**src/rtl/owts_pkg.sv**
```systemverilog
package owts_pkg;

  typedef enum logic [2:0] {
    ST_IDLE,
    ST_RQ_ID,
    ST_WT_ID,
    ST_RQ_CMP,
    ST_WT_CMP,
    ST_RQ_DIR,
    ST_WT_DIR,
    ST_FIN
  } step_e;

  // packed MSB first: dir is bit 2, cmp bit 1, id bit 0
  typedef struct packed {
    logic dir;
    logic cmp;
    logic id;
  } verdict_t;

  localparam int unsigned VERDICT_W = $bits(verdict_t);

endpackage

```
**src/rtl/owts_decide.sv**
```systemverilog
module owts_decide
  import owts_pkg::*;
(
  input  logic     id_bit,
  input  logic     cmp_bit,
  input  logic     pref,
  output verdict_t verdict,
  output logic     no_reply
);

  always_comb begin
    verdict.id  = id_bit;
    verdict.cmp = cmp_bit;
    no_reply    = id_bit & cmp_bit;
    if (no_reply)
      verdict.dir = 1'b0;
    else if (id_bit == cmp_bit)
      verdict.dir = pref;      // both zero: devices disagree
    else
      verdict.dir = id_bit;    // only one branch populated
  end

endmodule

```
**src/rtl/owts_ctrl.sv**
```systemverilog
module owts_ctrl
  import owts_pkg::*;
(
  input  logic clk,
  input  logic rst_n,
  input  logic start,
  input  logic req_ready,
  input  logic rsp_valid,
  input  logic no_reply,
  output logic busy,
  output logic done,
  output logic req_valid,
  output logic req_write,
  output logic load_pref,
  output logic cap_id,
  output logic cap_cmp
);

  step_e st_q, st_d;

  always_ff @(posedge clk or negedge rst_n) begin
    if (!rst_n) st_q <= ST_IDLE;
    else        st_q <= st_d;
  end

  always_comb begin
    st_d      = st_q;
    load_pref = 1'b0;
    cap_id    = 1'b0;
    cap_cmp   = 1'b0;
    unique case (st_q)
      ST_IDLE: if (start) begin
        st_d      = ST_RQ_ID;
        load_pref = 1'b1;
      end
      ST_RQ_ID:  if (req_ready) st_d = ST_WT_ID;
      ST_WT_ID:  if (rsp_valid) begin
        st_d   = ST_RQ_CMP;
        cap_id = 1'b1;
      end
      ST_RQ_CMP: if (req_ready) st_d = ST_WT_CMP;
      ST_WT_CMP: if (rsp_valid) begin
        cap_cmp = 1'b1;
        st_d    = no_reply ? ST_FIN : ST_RQ_DIR;
      end
      ST_RQ_DIR: if (req_ready) st_d = ST_WT_DIR;
      ST_WT_DIR: if (rsp_valid) st_d = ST_FIN;
      ST_FIN:    st_d = ST_IDLE;
      default:   st_d = ST_IDLE;
    endcase
  end

  assign busy      = (st_q != ST_IDLE);
  assign done      = (st_q == ST_FIN);
  assign req_valid = (st_q == ST_RQ_ID) || (st_q == ST_RQ_CMP) || (st_q == ST_RQ_DIR);
  assign req_write = (st_q == ST_RQ_DIR);

endmodule

```
**src/rtl/owts_hold.sv**
```systemverilog
module owts_hold
  import owts_pkg::*;
(
  input  logic     clk,
  input  logic     rst_n,
  input  logic     load_pref,
  input  logic     pref_in,
  input  logic     cap_id,
  input  logic     cap_cmp,
  input  logic     rsp_bit,
  input  verdict_t verdict_in,
  output logic     pref_q,
  output logic     id_q,
  output verdict_t verdict_q
);

  always_ff @(posedge clk or negedge rst_n) begin
    if (!rst_n) begin
      pref_q    <= 1'b0;
      id_q      <= 1'b0;
      verdict_q <= '0;
    end else begin
      if (load_pref) pref_q    <= pref_in;
      if (cap_id)    id_q      <= rsp_bit;
      if (cap_cmp)   verdict_q <= verdict_in;
    end
  end

endmodule

```
**src/rtl/owts_search_step.sv**
```systemverilog
module owts_search_step
  import owts_pkg::*;
(
  input  logic       clk,
  input  logic       rst_n,
  input  logic       start,
  input  logic       pref_dir,
  output logic       busy,
  output logic       done,
  output logic [2:0] result,
  output logic       slot_req_valid,
  input  logic       slot_req_ready,
  output logic       slot_req_write,
  output logic       slot_req_bit,
  input  logic       slot_rsp_valid,
  input  logic       slot_rsp_bit
);

  logic     load_pref, cap_id, cap_cmp, no_reply;
  logic     pref_q, id_q;
  verdict_t verdict_now, verdict_q;

  owts_ctrl u_ctrl (
    .clk       (clk),
    .rst_n     (rst_n),
    .start     (start),
    .req_ready (slot_req_ready),
    .rsp_valid (slot_rsp_valid),
    .no_reply  (no_reply),
    .busy      (busy),
    .done      (done),
    .req_valid (slot_req_valid),
    .req_write (slot_req_write),
    .load_pref (load_pref),
    .cap_id    (cap_id),
    .cap_cmp   (cap_cmp)
  );

  // decision uses the stored true bit and the live complement response
  owts_decide u_decide (
    .id_bit   (id_q),
    .cmp_bit  (slot_rsp_bit),
    .pref     (pref_q),
    .verdict  (verdict_now),
    .no_reply (no_reply)
  );

  owts_hold u_hold (
    .clk        (clk),
    .rst_n      (rst_n),
    .load_pref  (load_pref),
    .pref_in    (pref_dir),
    .cap_id     (cap_id),
    .cap_cmp    (cap_cmp),
    .rsp_bit    (slot_rsp_bit),
    .verdict_in (verdict_now),
    .pref_q     (pref_q),
    .id_q       (id_q),
    .verdict_q  (verdict_q)
  );

  // read slots release the line (bit 1); write slot carries the direction
  assign slot_req_bit = slot_req_write ? verdict_q.dir : 1'b1;
  assign result       = verdict_q;

endmodule

```
**config.mk**
```make
export PLATFORM = sky130hd
export DESIGN_NAME = owts_search_step
export DESIGN_NICKNAME = d
export VERILOG_FILES = /design/src/rtl/owts_pkg.sv /design/src/rtl/owts_decide.sv /design/src/rtl/owts_ctrl.sv /design/src/rtl/owts_hold.sv /design/src/rtl/owts_search_step.sv
export SDC_FILE = /design/constraint.sdc
export NUM_CORES = 1
export LEC_CHECK = 0
export BUFFER_PORTS_ARGS = -buffer_cell sky130_fd_sc_hd__clkbuf_2
export CAP_MARGIN = 40
export CELL_PAD_IN_SITES_DETAIL_PLACEMENT = 0
export CELL_PAD_IN_SITES_GLOBAL_PLACEMENT = 1
export CORE_MARGIN = 5
export CORE_UTILIZATION = 36
export CTS_CLUSTER_SIZE = 8
export DETAILED_ROUTE_END_ITERATION = 16
export PLACE_DENSITY_LB_ADDON = 0.1
export SLEW_MARGIN = 20
export SYNTH_ARGS = -nofsm -noshare
export SYNTH_HDL_FRONTEND = slang
export SYNTH_SLANG_ARGS = --single-unit
export TNS_END_PERCENT = 10
```
**constraint.sdc**
```tcl
create_clock -name clk -period 1.55 [get_ports clk]
set_input_delay 0.3875 -clock clk [delete_from_list [all_inputs] [get_ports clk]]
set_output_delay 0.3875 -clock clk [all_outputs]
set_load 0.05 [all_outputs]
```
## Word-level counts from Yosys, hierarchy flattened

Cells that the tools add are included.

| word-level totals | value |
|---|---|
| register bits after elaboration | 8 |
| bits of input ports | 7 |
| output and inout port bits | 8 |

| operators by class | value |
|---|---|
| equal/unequal tests | 15 |
| mux-type cells | 17 |
| bitwise logic cells | 1 |
| reductions and logical operators | 5 |

Operators with widths:

| cell | count |
|---|---|
| $pmux 3 s8 | 1 |
| $mux 3 | 7 |
| $ne 2x2->1 const B | 7 |
| $eq 3x3->1 const B | 4 |
| $mux 1 | 8 |
| $reduce_and 7->1 | 1 |
| $eq 3x2->1 const B | 2 |
| $eq 3x1->1 const B | 1 |
| $logic_not 3->1 | 1 |
| $reduce_bool 3->1 | 1 |
| $logic_or 1x1->1 | 2 |
| $mux 2 | 1 |
| $and 1x1->1 | 1 |
| $eq 1x1->1 | 1 |

## Depth between registers and ports, before layout

| depth | value |
|---|---|
| depth in word-level cells | 4 |
| mapped depth | 4 |
| gate-level depth less buffers | 4 |

## Cells and area by module

A second synthesis with hierarchy kept.

| second synthesis, totals | value |
|---|---|
| cell total of the unflattened synthesis | 42 |
| area, all modules | 479.2 µm² |

By module, submodules not included:

| module | instances | cells each | area each (µm²) |
|---|---|---|---|
| owts_ctrl | 1 | 26 | 250.2 |
| owts_hold | 1 | 10 | 181.4 |
| owts_decide | 1 | 5 | 41.3 |
| owts_search_step | 1 | 1 | 6.3 |

## Least setup slack after synthesis

OpenSTA, ideal clock, no wires.

| timing | value |
|---|---|
| path type | register -> output |
| from | register u_ctrl.st_q[0] |
| to | output slot_req_valid |
| arrival | 1.745 ns |
| slack | -0.582 ns |
| stages on the path, launching flop included | 3 |
| path buffers | 1 |
| cells stage by stage | dfrtp_1 > buf_6 > a21boi_0 |

| between the ends | value |
|---|---|
| word-level cells in the longest chain between the ends | 3 |
| elaborated cells on any way between the ends | 5 |

RTL lines:

| what | RTL line | text |
|---|---|---|
| start, declared | owts_ctrl.sv:19 | `step_e st_q, st_d;` |
| start signal, assigned | owts_ctrl.sv:23 | `else st_q <= st_d;` |
| $eq 3x1->1 or $eq 3x2->1 (tied branches) | owts_ctrl.sv:55 | `assign req_valid = (st_q == ST_RQ_ID) \|\| (st_q == ST_RQ_CMP) \|\| (st_q == ST_RQ_DIR);` |
| $logic_or 1x1->1 | owts_ctrl.sv:55 |  |
| $logic_or 1x1->1 * | owts_ctrl.sv:55 |  |
| end, declared | owts_search_step.sv:11 | `output logic slot_req_valid,` |

Mark *: on every way between the ends. The rest lies on a longest branch, timed or not.

## Worst setup path after layout

| timing | value |
|---|---|
| from | register u_ctrl.st_q[2] |
| to | output busy |

| between the ends | value |
|---|---|
| word-level cells in the longest chain between the ends | 1 |

RTL lines:

| what | RTL line | text |
|---|---|---|
| $reduce_bool 3->1 | owts_ctrl.sv:53 | `assign busy = (st_q != ST_IDLE);` |
| end, declared | owts_search_step.sv:8 | `output logic busy,` |

No other way between the ends.

==> flow_summary.ini <==
[synthesis]
synth.ff_latch_count = 8
cell_accounting_for_the_most_synthesized_area = dfrtp_1
synthesis.nets = 53
netlist-cell-type-count = 24
synth-simple-area-share_pct = 21.4
synth-edff-count = 0
synth_most_common_cell = dfrtp_1
synth_top_family_by_area = simple AND/OR/NAND/NOR gates
syn_inst = 45
syn_avg_cell_area_um2 = 11.1
compound_cell_area_share_of_the_yosys_netlist_pct = 11.6
synthesis.area_um2 = 498
synth_ff_type = dfrtp_1
ys.warnings.count = 0
synth_xor_area_share_pct = 0
post_synth_fa_ha_maj_area_fraction_pct = 2.51
yosysTopAreaCellShare_pct = 40.2
ys_async_sr_fraction_pct = 100
synth_top_cells_by_count = 8 x dfrtp_1, 4 x mux2_2, 4 x nand2_1
muxShareOfSynthArea_pct = 18.1
synth.yosys.seq_area_share_pct = 40.2
ys_top_cells_by_area = dfrtp_1 40%, mux2_2 9.0%, mux2i_1 6.0%

[clock_tree]
cts_made_buffers = 3
htree_levels = 1
clk_root_buf = clkbuf_4
tritoncts = done
worst_skew_pair.late_latency_ns = 0.24
clkSinkCount = 8
clock_path_buffers = 2
clock_pin_transition_on_the_worst_setup_and_hold_timing_paths_ns = 0.05

[layout]
postLayoutCellArea_um2 = 676
drive_gt1_share_pct = 50.8
antennaDiodeCount = 0
register_area_um2 = 200
multi_input_area_um2 = 275
fill_cells = 123
layout-area-overhead-vs-synth_pct = 35.7
finish.cell_count_without_fillers = 80
final_net_count = 75

[timing]
setup_repair_after_global_routing_missed_its_margin = true
final_worst_path_setup_slack_ns = -0.0668
layout_worst_path_cycle_share_pct = 104
finalMaxSlewViolations = 0
period_needed_ns = 1.62
setup_tns_final_ns = -0.134
relative_slew_margins_pct = 81.5
tightestPinTransition_ns = 0.279
final.setup_skew_ns = 0.00123
setup_viol_count_final = 3
fmax_ghz = 0.619
timing_hold_violations_final = 0

[setup_path]
worstSetupStartpoint = u_ctrl.st_q[2]$_DFFE_PN0P_
timing.critical_path.cells = or3_1 -> clkbuf_8
path_class = flop to primary output
critical_path.endpoint_type = primary output
critPathMaxStageDelay_ns = 0.41
critPathSlowestCell = dfrtp_1
critPathMaxFanout = 5
ff_to_ff_setup_slack_ns = 0.13
worstPathArrival_ns = 1.23
required_ns = 1.16
worstSetupStartpointType = flop
reg2reg_from = u_ctrl.st_q[2]$_DFFE_PN0P_

[place]
detailed_place_hpwl_um = 800
gp_routability_congestion = 0.820
post-place-cells = 74
place_worst_setup_slack_ns = 0.131
post_dp_cell_area_um2 = 586
io_buf_count = 14

[global_route]
grt_overflow_total = 0
wire_length_of_the_first_global_routing_pass_um = 1570
grt_max_degree = 12
groute.usage.overall_pct = 10.1
grt_antenna_before_repair = 0
vias_in_the_first_global_route = 374

[flow_run]
maxCapViolCount = 0

[floorplan]
die_x_um = 47.2
core.rowCount = 13
die_area_mm2 = 0.00223
dieHeight_um = 47.2
initial_utilization_pct = 38.3
standard_cell_core_area_mm2 = 0.00130
ioPinCount = 15

[route]
drt_drc_violations_left = 0
firstDrtPassIters = 4
post_drt_wl_per_cell_um = 11.9
drt_wl_total_um = 953
drt.antenna.violating_nets = 0
met2WireLength_um = 475
detail_route.wirelength.met1_um = 390
vias_per_cell = 5.21
wl_met3_um = 86
via_count = 417
highest-signal-layer = met3
drt_iter0_markers = 2

[pwr]
vdd_drop_max_mv = 0.785
leakage_nw = 0.330
pwr_density_cell_mw_per_mm2 = 2420

[hold_path]
hold_start = pref_dir
worst_hold_path_type = input pin to flop

[outcome]
violations = setup timing
outcome = complete, but fails checks
-- worst paths after layout --
path / end / cells past startpoint
setup / recovery: busy / 2
hold / removal: u_hold.pref_q$_DFFE_PN0P_ / 2
hold reg to reg: u_hold.verdict_q[0]$_DFFE_PN0P_ / 1
max in group asynchronous: u_hold.verdict_q[2]$_DFFE_PN0P_ / 2
min in group asynchronous: u_ctrl.st_q[2]$_DFFE_PN0P_ / 2
setup reg to reg: u_hold.id_q$_DFFE_PN0P_ / 4
-- registers in the layout (all words and copies together) (netlist names) --
register          cells
u_ctrl.st_q           3
u_hold.id_q           1
u_hold.pref_q         1
u_hold.verdict_q      3
-- cell families after synthesis --
| family | after synthesis |
|---|---|
| DFF | 8 |
| buffers and inverters | 4 |
| AOI/OAI and AO/OA | 7 |
| adders and majority gates | 1 |
| muxes | 8 |
| and+or+nand+nor | 17 |
-- critical path, delay by kind of cell (launching register included) --
family	cells	cell delay, ns
flip-flops	1	0.41
AND/OR/NAND/NOR	1	0.39
buffers and inverters	1	0.19
-- layout make-up --
cell class	instances	area share, %
Clock buffer	3	3.33
Timing Repair Buffer	20	23.0
Tap cell	15	2.78
Multi-Input combinational cell	33	40.7
Inverter	1	0.556
Sequential cell	8	29.6
-- through the flow --
| step | power, mW | hold slack, ns | utilization, % |
|---|---|---|---|
| floorplan | 1.18 | 0.0919 | - |
| global placement | 1.33 | 0.242 | 45.0 |
| detailed placement | 1.36 | 0.242 | 45.0 |
| CTS | 1.63 | 0.367 | 51.3 |
| global route | 1.74 | 0.371 | 51.9 |
| finish | 1.64 | 0.379 | 51.9 |
-- cell usage in the layout, fill, tap and decap left out, types with 2 or more instances in the layout --
| cell | synthesis | routed |
|---|---|---|
| buf_4 | 0 | 5 |
| buf_8 | 0 | 2 |
| clkbuf_2 | 0 | 10 |
| clkbuf_4 | 0 | 3 |
| clkbuf_8 | 0 | 2 |
| dfrtp_1 | 8 | 8 |
| mux2_2 | 4 | 4 |
| mux2i_1 | 3 | 3 |
| nand2_1 | 4 | 4 |
| nand2_2 | 2 | 2 |
| nor2_1 | 3 | 3 |
| or3_1 | 3 | 2 |
-- what timing repair did --
| item | 4_1_cts | 5_1_grt |
|---|---|---|
| hold buffers | 1 | 0 |
| setup endpoints to repair | 3 | 4 |
| setup buffers | 2 | 0 |
| resized for setup | 8 | 3 |
| pin swaps | 1 | 0 |
| endpoints found under the hold margin | 8 | 0 |
-- power breakdown --
part / internal (mW) / switching (mW) / leakage [nW] / total [mW]
clock network: 0.0879 / 0.0609 / 0.0138 / 0.149
logic: 0.455 / 0.634 / 0.219 / 1.09
registers: 0.313 / 0.0861 / 0.0977 / 0.399
total: 0.856 / 0.781 / 0.330 / 1.64
-- routing by layer --
layer	vias to the layer above	global-route usage [%]
li1	208	-
met1	195	12.3
met4	0	3.31
met3	0	3.45
met2	14	16.8
met5	-	0
Note: power is estimated with default switching activity, not from simulation.
